[src/rtl/spdma_pkg.sv]
// Package: shared register addresses and bit positions for the serial DMA
// request controller. Assumes a 3-bit register address space.
package spdma_pkg;
    localparam int ADDR_W = 3;

    typedef enum logic [ADDR_W-1:0] {
        REG_CTRL  = 3'd0,
        REG_RAW   = 3'd1,
        REG_MASK  = 3'd2,
        REG_MSKD  = 3'd3,
        REG_CLR   = 3'd4
    } reg_addr_e;

    // Status bit positions (shared by raw, mask, masked and clear registers)
    localparam int ST_TXDONE = 0;
    localparam int ST_RXDONE = 1;
    localparam int ST_EOT    = 2;
    localparam int ST_W      = 3;

    // Control bit positions
    localparam int CTL_RXEN = 0;
    localparam int CTL_TXEN = 1;
    localparam int CTL_W    = 2;
endpackage

[src/rtl/spdma_req_gen.sv]
// Module: request generator for one DMA direction.
// Drives a single request when at least one item or slot is available and a
// burst request when at least BURST items or slots are available. Both are
// gated by the direction enable. Assumes avail_i never exceeds DEPTH.
module spdma_req_gen #(
    parameter int DEPTH = 8,
    parameter int BURST = 4,
    localparam int CW = $clog2(DEPTH + 1)
) (
    input  logic          clk,
    input  logic          rst_n,
    input  logic          en_i,
    input  logic [CW-1:0] avail_i,
    output logic          single_o,
    output logic          burst_o
);
    localparam logic [CW-1:0] BURST_C = CW'(BURST);
    localparam logic [CW-1:0] ONE_C   = CW'(1);

    // Purpose: combinational request decode from availability and enable
    always_comb begin
        single_o = en_i && (avail_i >= ONE_C);
        burst_o  = en_i && (avail_i >= BURST_C);
    end

    // Requests are never raised on a disabled direction
    assert_gate_R5: assert property (@(posedge clk) disable iff (!rst_n)
        !en_i |-> (!single_o && !burst_o))
        else $error("request active while direction disabled");

    // A burst request always comes with a single request (R2/R4 thresholds nest)
    assert_burst_implies_single_R2: assert property (@(posedge clk) disable iff (!rst_n)
        burst_o |-> single_o)
        else $error("burst request without single request");
endmodule

[src/rtl/spdma_status.sv]
// Module: raw interrupt status flags.
// Holds the transmit-finished, receive-finished and end-of-transmission bits.
// A completion pulse takes priority over a clear in the same cycle. The
// transmit-finished bit clears only while the transmit enable is low. Assumes
// tx_free_i never exceeds DEPTH.
module spdma_status #(
    parameter int DEPTH = 8,
    localparam int CW = $clog2(DEPTH + 1)
) (
    input  logic                     clk,
    input  logic                     rst_n,
    input  logic                     tx_en_i,
    input  logic                     tx_done_i,
    input  logic                     rx_done_i,
    input  logic                     clr_tx_i,
    input  logic                     clr_rx_i,
    input  logic [CW-1:0]            tx_free_i,
    input  logic                     busy_i,
    output logic [spdma_pkg::ST_W-1:0] raw_o
);
    import spdma_pkg::*;

    localparam logic [CW-1:0] DEPTH_C = CW'(DEPTH);

    logic tx_done_q;
    logic rx_done_q;
    logic eot_q;

    // Purpose: transmit-finished flag with guarded clear
    always_ff @(posedge clk) begin
        if (!rst_n)
            tx_done_q <= 1'b0;
        else if (tx_done_i)
            tx_done_q <= 1'b1;
        else if (clr_tx_i && !tx_en_i)
            tx_done_q <= 1'b0;
    end

    // Purpose: receive-finished flag with unconditional clear
    always_ff @(posedge clk) begin
        if (!rst_n)
            rx_done_q <= 1'b0;
        else if (rx_done_i)
            rx_done_q <= 1'b1;
        else if (clr_rx_i)
            rx_done_q <= 1'b0;
    end

    // Purpose: end of transmission = transmit FIFO empty and shifter idle
    always_ff @(posedge clk) begin
        if (!rst_n)
            eot_q <= 1'b0;
        else
            eot_q <= (tx_free_i == DEPTH_C) && !busy_i;
    end

    // Purpose: pack the flags into the status vector
    always_comb begin
        raw_o            = '0;
        raw_o[ST_TXDONE] = tx_done_q;
        raw_o[ST_RXDONE] = rx_done_q;
        raw_o[ST_EOT]    = eot_q;
    end

    assert_txdone_set_R6: assert property (@(posedge clk) disable iff (!rst_n)
        tx_done_i |=> raw_o[ST_TXDONE])
        else $error("transmit done pulse not captured");

    assert_txclr_blocked_R7: assert property (@(posedge clk) disable iff (!rst_n)
        (raw_o[ST_TXDONE] && tx_en_i) |=> raw_o[ST_TXDONE])
        else $error("transmit done cleared while enable set");

    assert_rxdone_set_R8: assert property (@(posedge clk) disable iff (!rst_n)
        rx_done_i |=> raw_o[ST_RXDONE])
        else $error("receive done pulse not captured");

    assert_eot_set_R9: assert property (@(posedge clk) disable iff (!rst_n)
        ((tx_free_i == DEPTH_C) && !busy_i) |=> raw_o[ST_EOT])
        else $error("end of transmission not flagged");

    assert_eot_busy_R9: assert property (@(posedge clk) disable iff (!rst_n)
        busy_i |=> !raw_o[ST_EOT])
        else $error("end of transmission flagged while shifter busy");
endmodule

[src/rtl/spdma_regs.sv]
// Module: register file and bus decode.
// Holds the enables and the interrupt mask. Turns writes to the clear
// register into one-cycle clear pulses and muxes read data. Assumes
// DATA_W >= 3 and one-cycle write strobes.
module spdma_regs #(
    parameter int DATA_W = 32
) (
    input  logic                              clk,
    input  logic                              rst_n,
    input  logic [spdma_pkg::ADDR_W-1:0]      addr_i,
    input  logic                              we_i,
    input  logic [DATA_W-1:0]                 wdata_i,
    input  logic [spdma_pkg::ST_W-1:0]        raw_i,
    output logic                              rx_en_o,
    output logic                              tx_en_o,
    output logic                              clr_tx_o,
    output logic                              clr_rx_o,
    output logic [DATA_W-1:0]                 rdata_o,
    output logic                              irq_o
);
    import spdma_pkg::*;

    logic [CTL_W-1:0] ctrl_q;
    logic [ST_W-1:0]  mask_q;
    logic [ST_W-1:0]  masked;
    logic             wr_ctrl;
    logic             wr_mask;
    logic             wr_clr;

    // Purpose: write strobe decode
    always_comb begin
        wr_ctrl = we_i && (addr_i == REG_CTRL);
        wr_mask = we_i && (addr_i == REG_MASK);
        wr_clr  = we_i && (addr_i == REG_CLR);
    end

    // Purpose: control register with the two direction enables
    always_ff @(posedge clk) begin
        if (!rst_n)
            ctrl_q <= '0;
        else if (wr_ctrl)
            ctrl_q <= wdata_i[CTL_W-1:0];
    end

    // Purpose: interrupt mask register
    always_ff @(posedge clk) begin
        if (!rst_n)
            mask_q <= '0;
        else if (wr_mask)
            mask_q <= wdata_i[ST_W-1:0];
    end

    // Purpose: clear pulses, enables and masked status
    always_comb begin
        clr_tx_o = wr_clr && wdata_i[ST_TXDONE];
        clr_rx_o = wr_clr && wdata_i[ST_RXDONE];
        rx_en_o  = ctrl_q[CTL_RXEN];
        tx_en_o  = ctrl_q[CTL_TXEN];
        masked   = raw_i & mask_q;
        irq_o    = |masked;
    end

    // Purpose: read data mux, unused bits and write-only registers read zero
    always_comb begin
        rdata_o = '0;
        case (addr_i)
            REG_CTRL: rdata_o[CTL_W-1:0] = ctrl_q;
            REG_RAW:  rdata_o[ST_W-1:0]  = raw_i;
            REG_MASK: rdata_o[ST_W-1:0]  = mask_q;
            REG_MSKD: rdata_o[ST_W-1:0]  = masked;
            default:  rdata_o            = '0;
        endcase
    end

    assert_irq_needs_mask_R10: assert property (@(posedge clk) disable iff (!rst_n)
        irq_o |-> ((raw_i & mask_q) != '0))
        else $error("interrupt without a masked status bit");

    assert_ctrl_hold_R5: assert property (@(posedge clk) disable iff (!rst_n)
        !wr_ctrl |=> $stable(ctrl_q))
        else $error("control register changed without a write");
endmodule

[src/rtl/spdma_ctrl.sv]
// Module: top of the serial port DMA request controller.
// Connects the register file, the status flags and one request generator
// per direction. Assumes the FIFO level inputs are in the range 0..FIFO_DEPTH.
module spdma_ctrl #(
    parameter int FIFO_DEPTH = 8,
    parameter int BURST_LVL  = 4,
    parameter int DATA_W     = 32,
    localparam int CW = $clog2(FIFO_DEPTH + 1)
) (
    input  logic                         clk,
    input  logic                         rst_n,
    input  logic [spdma_pkg::ADDR_W-1:0] bus_addr,
    input  logic                         bus_we,
    input  logic [DATA_W-1:0]            bus_wdata,
    output logic [DATA_W-1:0]            bus_rdata,
    input  logic [CW-1:0]                rx_level,
    input  logic [CW-1:0]                tx_free,
    input  logic                         shifter_busy,
    input  logic                         tx_dma_done,
    input  logic                         rx_dma_done,
    output logic                         rx_req_single,
    output logic                         rx_req_burst,
    output logic                         tx_req_single,
    output logic                         tx_req_burst,
    output logic                         irq
);
    import spdma_pkg::*;

    logic            rx_en;
    logic            tx_en;
    logic            clr_tx;
    logic            clr_rx;
    logic [ST_W-1:0] raw;

    spdma_regs #(.DATA_W(DATA_W)) u_regs (
        .clk      (clk),
        .rst_n    (rst_n),
        .addr_i   (bus_addr),
        .we_i     (bus_we),
        .wdata_i  (bus_wdata),
        .raw_i    (raw),
        .rx_en_o  (rx_en),
        .tx_en_o  (tx_en),
        .clr_tx_o (clr_tx),
        .clr_rx_o (clr_rx),
        .rdata_o  (bus_rdata),
        .irq_o    (irq)
    );

    spdma_status #(.DEPTH(FIFO_DEPTH)) u_status (
        .clk       (clk),
        .rst_n     (rst_n),
        .tx_en_i   (tx_en),
        .tx_done_i (tx_dma_done),
        .rx_done_i (rx_dma_done),
        .clr_tx_i  (clr_tx),
        .clr_rx_i  (clr_rx),
        .tx_free_i (tx_free),
        .busy_i    (shifter_busy),
        .raw_o     (raw)
    );

    spdma_req_gen #(.DEPTH(FIFO_DEPTH), .BURST(BURST_LVL)) u_rx_req (
        .clk      (clk),
        .rst_n    (rst_n),
        .en_i     (rx_en),
        .avail_i  (rx_level),
        .single_o (rx_req_single),
        .burst_o  (rx_req_burst)
    );

    spdma_req_gen #(.DEPTH(FIFO_DEPTH), .BURST(BURST_LVL)) u_tx_req (
        .clk      (clk),
        .rst_n    (rst_n),
        .en_i     (tx_en),
        .avail_i  (tx_free),
        .single_o (tx_req_single),
        .burst_o  (tx_req_burst)
    );

    // Receive clear with rx enable set still clears on the next edge
    assert_rxclr_R8: assert property (@(posedge clk) disable iff (!rst_n)
        (clr_rx && !rx_dma_done) |=> !raw[ST_RXDONE])
        else $error("receive done not cleared");
endmodule

[config.mk]
export PLATFORM = sky130hd
export DESIGN_NAME = spdma_ctrl
export DESIGN_NICKNAME = d
export VERILOG_FILES = /design/src/rtl/spdma_pkg.sv /design/src/rtl/spdma_req_gen.sv /design/src/rtl/spdma_status.sv /design/src/rtl/spdma_regs.sv /design/src/rtl/spdma_ctrl.sv
export SDC_FILE = /design/constraint.sdc
export NUM_CORES = 1
export LEC_CHECK = 0
export ABC_AREA = 1
export BUFFER_PORTS_ARGS = -buffer_cell sky130_fd_sc_hd__buf_2
export CAP_MARGIN = 40
export CORE_ASPECT_RATIO = 1.1
export CORE_UTILIZATION = 34
export DETAILED_ROUTE_END_ITERATION = 12
export PLACE_DENSITY = 0.81
export REMOVE_ABC_BUFFERS = 1
export SYNTH_ARGS = -nofsm -noshare
export SYNTH_HDL_FRONTEND = slang
export SYNTH_HIERARCHICAL = 1
export SYNTH_SLANG_ARGS = --single-unit
[constraint.sdc]
create_clock -name clk -period 0.87 [get_ports clk]
set_input_delay 0.0435 -clock clk [delete_from_list [all_inputs] [get_ports clk]]
set_output_delay 0.0435 -clock clk [all_outputs]
set_load 0.01 [all_outputs]
==> results of run 1 <==
metal layers:
metal  track usage  vias up  share of wire
met5             0        -              0
met4        0.0714        0          0.013
met3        0.0417        2           0.10
met2         0.228       50           0.48
met1         0.146      323           0.40
li1              -      366              -
kinds of logic after synthesis:
| kind of cell | share of synthesized area |
|---|---|
| other | 0.00486 |
| AO/OA/AOI/OAI | 0.0778 |
| flip-flops | 0.207 |
| AND/OR/NAND/NOR | 0.321 |
| buffers and inverters | 0.389 |
cells in the mapped netlist, types with 2 or more instances:
master / instances
o211ai_1: 3
nand4_1: 2
o21ai_2: 2
inv_1: 13
a21oi_1: 2
nor2_1: 14
inv_2: 3
dfxtp_1: 8
o21ai_1: 2
nand2_1: 21
nand3_1: 8
nor2_4: 2
buf_4: 32
worst max path at each step:
stage	end	slack (ps)	depth (start not counted)
after floorplan	u_status/tx_done_q$_SDFFE_PN0P_	210	4
after global placement	bus_rdata[1]	60	5
after detailed placement	bus_rdata[1]	70	3
after CTS	bus_rdata[1]	-180	3
after global routing	bus_rdata[1]	-220	3
final	bus_rdata[1]	-170	4
metrics by stage:
stage	power [uW]	setup TNS [ps]	instance area, sq um
CTS	938	-852	868
detailed placement	635	0	815
global route	1010	-1130	908
finish	938	-719	908
global placement	630	0	815
floorplan	540	0	637
worst register-to-register path, stage by stage, from the launching register on:
cell     delay [ps]
dfxtp_4         380
inv_1            50
nand2_1          50
nand2_1          50
a21oi_1         120
repair_timing:
item	in CTS	in global routing
resized for setup	8	8
hold buffers	1	0
pin swaps	3	4
hold endpoints to repair	1	0
buffers inserted	1	0
setup endpoints to repair	8	8
cell usage in the layout (no fill, tap or decap), drive strengths merged:
cell | netlist | final
or2 | 1 | 1
nor3 | 2 | 2
o21ai | 4 | 4
nand3 | 8 | 8
o211ai | 3 | 3
conb | 1 | 29
nand4 | 2 | 2
dlygate4sd3 | 0 | 1
inv | 16 | 16
buf | 32 | 29
clkbuf | 0 | 3
nor2 | 17 | 17
dfxtp | 8 | 8
nand2 | 22 | 22
a21oi | 2 | 2
nand3b | 1 | 1
sequential cells by signal, indices dropped and copies added, names as in the netlist:
register and count:
u_regs/ctrl_q 2, u_status/tx_done_q 1, u_status/eot_q 1, u_regs/mask_q 3, u_status/rx_done_q 1
where the power goes:
part / internal [uW] / total [uW] / switching [uW]
clock: 158 / 286 / 128
combinational: 88.4 / 255 / 166
sequential: 380 / 398 / 17.4
layout make-up:
cell class              instances  share of cell area
multi-input cells              91               0.492
clock buffers                   3              0.0248
well taps                      28              0.0386
flip-flops and latches          8               0.189
repair buffers                 30               0.190
inverters                      16              0.0661
==> reports/results.ini, run 1 <==
[layout]
area_delta_synth_final_pct=17.7
fin_util=0.440
final_layout_size_suffix_gt1_frac=0.351
n_fill_cell=228
finalNetCount=199
seq_area_sq_um=171
multi_input_area_sq_um=447
instances_no_fill=176
antenna_cells=0

[yosys]
syn_area_per_cell_sq_um=6.49
netlist_top_cells_area=buf_4 31%, dfxtp_1 21%, nand2_1 10%
synth-edff-count=0
async_flop_share=0
synth.top_cell.area_share=0.311
synth_cells=119
ys_seq_area_frac=0.207
synth.largest_area_cell=buf_4
syn_area_sq_um=772
ys_ff_latch=8
synth-warning-count=6
synth_cell_types=20
synth_ff_type=dfxtp_1

[setup_path]
r2r_cells=4
critPathArrivalTime_ps=990
cp_num_buf_inv=2
r2r_slack_ps=140
path_max_fanout=3
crit_path_max_incr_delay_ps=320
worstSetupEndpointType=primary output
critPathTopFamily=flip-flops
r2r_end=u_status/tx_done_q$_SDFFE_PN0P_
critPathLaunch=u_status/rx_done_q$_SDFFE_PN0P_
crit_chain=buf_4 > nand2_1 > nand3_1 > buf_2
cp_slowest_cell=dfxtp_2
worstPathRequired_ps=830
start_kind=flip-flop
worstSetupPathType=flip-flop to primary output
rr_startpoint=u_regs/ctrl_q[1]$_SDFFE_PN0P_

[floorplanning]
initial_core_util=0.374
ios=86
dieWidth_microns=47.4
coreArea_sq_mm=0.00206
fp.dieH_microns=52.0
row_count=17
dieArea_sq_mm=0.00247

[power]
cellLeakagePower_uw=0.000512
ir_worst_vdd_v=0.000666
powerDensity_mw_per_mm2=1030

[global_routing]
globalRouteOverflowTotal=0
grt_pass1_vias=598
grt_start_max_net_pins=8
grt_pass1_wl_microns=2330
antenna_found_initial=0
grt_use_total=0.136

[timing]
clock_skew_ps=2.54
fin_crit_ps=1040
whs_ps=22.4
fmax_mhz=964
drv_slew=0
rsz0062_at_grt=yes
worst_slack_ps=-167
setup_viol=8
period_share=1.19
hold_viol=0

[detailed_routing]
firstDrtPassIters=4
vias=741
drc=0
dr.first_iter.drc_count=15
finalWirelength_microns=1540
drt.antenna.violating_nets=0
via_per_inst=4.21
wl_per_cell_microns=8.77

[clock_tree]
clock_latency_ps=260
clk_path_buf_depth=2
cts_tree=built
numCtsBuffers=3
clkSinkCount=8
clockRootBuffer=clkbuf_4
cts.clk_slew.worst_paths_ps=50
htreeDepth=1

[placed_design]
pre_cts_ws_ps=71.7
dpl.hpwl_microns=1220
placed_cells=171
gp_congestion=0.883
port_buffers=27

[hold_path]
holdPathEnd=u_status/tx_done_q$_SDFFE_PN0P_
worstHoldPathCells=3
hold_class=primary input to flip-flop
min_from=tx_dma_done

[job]
maxCapViolCount=0

[run_status]
outcome=finished, violations left
violations=negative setup slack

Power figures use the tool's default switching activity.
==> run 2, diff against run 1 <==
--- a/config.mk
+++ b/config.mk
@@ -7,13 +7,12 @@
 export LEC_CHECK = 0
 export ABC_AREA = 1
 export BUFFER_PORTS_ARGS = -buffer_cell sky130_fd_sc_hd__buf_2
-export CAP_MARGIN = 40
+export CAP_MARGIN = 30
 export CORE_ASPECT_RATIO = 1.1
-export CORE_UTILIZATION = 34
+export CORE_UTILIZATION = 33
 export DETAILED_ROUTE_END_ITERATION = 12
 export PLACE_DENSITY = 0.81
 export REMOVE_ABC_BUFFERS = 1
 export SYNTH_ARGS = -nofsm -noshare
 export SYNTH_HDL_FRONTEND = slang
-export SYNTH_HIERARCHICAL = 1
 export SYNTH_SLANG_ARGS = --single-unit
==> constraint.sdc (replaced) <==
create_clock -name clk -period 0.87 [get_ports clk]
set_input_delay 0.0435 -clock clk [delete_from_list [all_inputs] [get_ports clk]]
set_output_delay 0.0435 -clock clk [all_outputs]
set_load 0.02 [all_outputs]
==> reports/results.ini, run 2 <==
[run_status]
outcome=finished, violations left
violations=negative setup slack

[detailed_routing]
via_per_inst=4.01
wirelength_met1_microns=558
drt.antenna.violating_nets=0
finalWirelength_microns=1370
routed-wl-met3_microns=96
drc=0
highest_layer=met3
vias=689
dr.first_iter.drc_count=2
wl_per_cell_microns=7.98
wl_met2_microns=718
firstDrtPassIters=3

[setup_path]
rr_startpoint=u_regs.ctrl_q[1]$_SDFFE_PN0P_
r2r_cells=4
worstPathRequired_ps=830
path_max_fanout=3
crit_path_max_incr_delay_ps=350
start_kind=flip-flop
worstSetupPathType=flip-flop to primary output
critPathArrivalTime_ps=1000
crit_chain=nand2_2 > o211ai_1 > buf_4
critPathLaunch=u_regs.mask_q[2]$_SDFFE_PN0P_
critPathTopFamily=flip-flops
r2r_slack_ps=110
worstSetupEndpointType=primary output
crit_end=bus_rdata[2]
cp_num_buf_inv=1
cp_slowest_cell=dfxtp_2
critical_path_depth=3
r2r_end=u_status.tx_done_q$_SDFFE_PN0P_

[yosys]
synth.most_common_cell=buf_4
ys_ff_latch=8
syn_area_sq_um=737
ys_seq_area_frac=0.217
synth_cells=112
synth.top_cell.area_share=0.295
synth-edff-count=0
synth_cell_types=18
synth_ff_type=dfxtp_1
async_flop_share=0
syn_area_per_cell_sq_um=6.58
synth-warning-count=0
netlist_top_cells_area=buf_4 30%, dfxtp_1 22%, nand2_1 8.1%
synth_commonest_cells=29 x buf_4, 16 x nand2_1, 15 x nor2_1
synth.largest_area_cell=buf_4

[floorplanning]
coreArea_sq_mm=0.00206
row_count=17
dieArea_sq_mm=0.00243
fp.dieH_microns=51.6
dieWidth_microns=47.1
initial_core_util=0.357
ios=86

[layout]
area_delta_synth_final_pct=25.6
finalNetCount=195
design_area_sq_um=926
final_common_cell=conb_1
reg_top3=u_regs.mask_q x3, u_regs.ctrl_q x2
regMostFlops=u_regs.mask_q
instances_no_fill=172
largest_reg_flops=3
final_cell_mix=29 x conb_1, 19 x buf_2, 14 x nand2_1
antenna_cells=0
final_layout_size_suffix_gt1_frac=0.417

[placed_design]
gp_congestion=0.808
pre_cts_ws_ps=45.9
placed_cells=166
dpl.hpwl_microns=1090
placed_area_sq_um=795
port_buffers=27

[clock_tree]
clk_path_buf_depth=2
cts_tree=built
cts.clk_slew.worst_paths_ps=60
numCtsBuffers=3
clock_latency_ps=250
clockRootBuffer=clkbuf_4
htreeDepth=1
clkSinkCount=8

[global_routing]
globalRouteOverflowTotal=0
grt_pass1_wl_microns=2290
antenna_found_initial=0
grt_start_max_net_pins=10
grt_pass1_vias=578
grt_use_total=0.128

[job]
maxCapViolCount=0

[timing]
rsz0062_at_grt=yes
worst_slack_ps=-171
setup_viol=8
hold_viol=0
finalSetupTns_ps=-746
drv_slew=0
period_share=1.20
clock_skew_ps=11.1
fmax_mhz=961
fin_crit_ps=1040

[power]
ir_worst_vdd_v=0.000524
cellLeakagePower_uw=0.000496
powerDensity_mw_per_mm2=1080

[hold_path]
hold_class=primary input to flip-flop

run 2: changes by cell type after synthesis, sizes merged:
cell,delta
nand4,+1
inv,-4
or2,-1
a21oi,+2
nand3b,-1
o21ai,-4
nor2,+4
buf,-3
nand2,-5
clkinv,+1
nand3,+3
run 2: worst min-delay path by stage:
stage / start / end / slack, ps / cells past startpoint
4_1_cts: rx_dma_done / u_status.rx_done_q$_SDFFE_PN0P_ / 20 / 3
3_3_place_gp: shifter_busy / u_status.eot_q$_SDFF_PN0_ / 210 / 2
3_5_place_dp: shifter_busy / u_status.eot_q$_SDFF_PN0_ / 220 / 2
5_1_grt: rx_dma_done / u_status.rx_done_q$_SDFFE_PN0P_ / 30 / 3
2_1_floorplan: shifter_busy / u_status.eot_q$_SDFF_PN0_ / 120 / 1
6_report: rx_dma_done / u_status.rx_done_q$_SDFFE_PN0P_ / 20 / 3
run 2: what timing repair did:
action | 4_1_cts | 5_1_grt
setup endpoints to repair | 8 | 9
buffers inserted | 0 | 1
resized for setup | 23 | 10
pin swaps | 7 | 3
endpoints found under the hold margin | 1 | 0
hold buffers | 2 | 0
run 2: area by class of cell:
| class | instances | area (sq um) |
|---|---|---|
| multi-input combinational | 90 | 445 |
| sequential | 8 | 174 |
| fill | 253 | 1140 |
| inverter | 13 | 51.3 |
| timing repair buffer | 30 | 198 |
| clock buffer | 3 | 22.5 |
| tap | 28 | 35.0 |
run 2: report_power, final:
part / total (uW) / internal, uW / switching (uW)
logic: 319 / 92.5 / 226
registers: 397 / 381 / 15.5
clock network: 287 / 158 / 128
run 2: kinds of logic after synthesis:
logic type / share of synthesized area
DFF: 0.217
buffers and inverters: 0.362
other: 0.00509
AOI/OAI and AO/OA: 0.0577
and+or+nand+nor: 0.358
run 2: metrics by stage:
stage	hold slack, ps	power [uW]	util
global route	28.6	1070	0.449
finish	21.5	1000	0.449
CTS	15.2	995	0.432
floorplan	120	603	-
detailed placement	216	687	0.385
global placement	212	685	0.385
run 2: routing by layer:
metal,vias to the layer above,track usage
li1,363,-
met1,294,0.158
met2,32,0.220
met3,0,0.0208
met4,0,0.0429
met5,-,0
run 2: worst register-to-register path: stages (launching register included):
cell,delay (ps)
dfxtp_4,360
nor2_2,90
nand3_1,70
nand2_1,60
a21oi_1,50
==> run 3, diff against run 2 <==
--- a/config.mk
+++ b/config.mk
@@ -6,11 +6,13 @@
 export NUM_CORES = 1
 export LEC_CHECK = 0
 export ABC_AREA = 1
+export ABC_CLOCK_PERIOD_IN_PS = 1100
 export BUFFER_PORTS_ARGS = -buffer_cell sky130_fd_sc_hd__buf_2
 export CAP_MARGIN = 30
 export CORE_ASPECT_RATIO = 1.1
 export CORE_UTILIZATION = 33
 export DETAILED_ROUTE_END_ITERATION = 12
+export MAX_ROUTING_LAYER = met4
 export PLACE_DENSITY = 0.81
 export REMOVE_ABC_BUFFERS = 1
 export SYNTH_ARGS = -nofsm -noshare
==> constraint.sdc (replaced) <==
create_clock -name clk -period 1.1 [get_ports clk]
set_input_delay 0.055 -clock clk [delete_from_list [all_inputs] [get_ports clk]]
set_output_delay 0.055 -clock clk [all_outputs]
set_load 0.02 [all_outputs]
==> reports/results.ini, run 3 (synthesized netlist as in run 2, its figures left out) <==
[clock_tree]
htreeDepth=1
numCtsBuffers=3
cts_tree=built
clock_latency_ps=250
clk_path_buf_depth=2
cts.clk_slew.worst_paths_ps=50
clockRootBuffer=clkbuf_4
clkSinkCount=8

[placed_design]
gp_congestion=0.820
port_buffers=27
dpl.hpwl_microns=1090
placed_area_sq_um=795

[hold_path]
hold_class=primary input to flip-flop

[global_routing]
grt_pass1_vias=543
globalRouteOverflowTotal=0
grt_use_total=0.121
grt_start_max_net_pins=10
grt_pass1_wl_microns=2110
antenna_found_initial=0

[layout]
finalNetCount=195
final_layout_size_suffix_gt1_frac=0.333
multi_input_area_sq_um=418
n_fill_cell=258
seq_area_sq_um=165
area_delta_synth_final_pct=16.8
design_area_sq_um=861
largest_reg_flops=3
fin_util=0.417
regMostFlops=u_regs.mask_q
antenna_cells=0
final_cell_mix=29 x conb_1, 25 x buf_2, 15 x nor2_1, 15 x nand2_1, 10 x nand3_1
reg_top3=u_regs.mask_q x3, u_regs.ctrl_q x2
final_common_cell=conb_1

[floorplanning]
fp.dieH_microns=51.6
dieArea_sq_mm=0.00243
dieWidth_microns=47.1
initial_core_util=0.357
row_count=17
ios=86
coreArea_sq_mm=0.00206

[timing]
period_share=0.962
finalSetupTns_ps=0
fmax_mhz=945
rsz0062_at_grt=yes
whs_ps=31.2
fin_crit_ps=1060
clock_skew_ps=1.33
setup_viol=0
hold_viol=0
drv_slew=0

[setup_path]
worstSetupEndpointType=primary output
path_max_fanout=3
worstSetupPathType=flip-flop to primary output
worstPathRequired_ps=1040
start_kind=flip-flop
critPathArrivalTime_ps=1000

[detailed_routing]
drc=0
wl_per_cell_microns=7.55
via_per_inst=3.95
drt.antenna.violating_nets=0
wirelength_met1_microns=564
dr.first_iter.drc_count=1
finalWirelength_microns=1300
highest_layer=met3
firstDrtPassIters=3
wl_met2_microns=638
routed-wl-met3_microns=96
vias=680

[job]
maxCapViolCount=0

[power]
power_uw=771
ir_worst_vdd_v=0.000470
cellLeakagePower_uw=0.000482
powerDensity_mw_per_mm2=895

[run_status]
outcome=completed

[run 3: cell counts in the layout (fill, tap and decap cells not counted)]
No cell type changed its count.
[run 3: worst max-delay path, cell delays in order, from the launching register on]
cell      delay [ps]
dfxtp_2          330
o211ai_1         150
nand3_1          120
buf_6            150
[run 3: metrics by stage]
step / setup WS (ps) / cells
3_3_place_gp: 261 / 166
3_5_place_dp: 264 / 166
5_1_grt: -42.3 / 172
6_report: 41.9 / 172
4_1_cts: 13.4 / 171
2_1_floorplan: 263 / 111
[run 3: report_power, final]
group	internal, uW	leakage, uW	switching [uW]	total, uW
Clock	124	0.0000138	94.0	218
Combinational	64.7	0.000402	173	238
Sequential	304	0.0000668	10.5	314
Total	493	0.000482	278	771
[run 3: final cells by class]
class / count / share of cell area
Sequential cell: 8 / 0.192
Clock buffer: 3 / 0.0262
Tap cell: 28 / 0.0407
Timing Repair Buffer: 30 / 0.199
Inverter: 13 / 0.0567
Multi-Input combinational cell: 90 / 0.485
[run 3: metal layers]
metal | up-vias | global-route usage
li1 | 359 | -
met1 | 289 | 0.150
met2 | 32 | 0.194
met3 | 0 | 0.0208
met4 | 0 | 0.0429
met5 | - | -
[run 3: path summary, 6_finish.rpt]
kind                                         from                              end  slack, ps  cells past startpoint
setup / recovery  u_status.rx_done_q$_SDFFE_PN0P_                     bus_rdata[1]         40                      3
hold / removal                        rx_dma_done  u_status.rx_done_q$_SDFFE_PN0P_         30                      3
setup reg to reg    u_regs.ctrl_q[1]$_SDFFE_PN0P_  u_status.tx_done_q$_SDFFE_PN0P_        370                      4
hold reg to reg   u_status.tx_done_q$_SDFFE_PN0P_  u_status.tx_done_q$_SDFFE_PN0P_        480                      2
[run 3: timing repair]
item                       CTS  global route
hold buffers                 2             0
hold endpoints to repair     1             0
pin swaps                    0             3
setup buffers                0             1
resized for setup            2             6
setup endpoints to repair    1             3
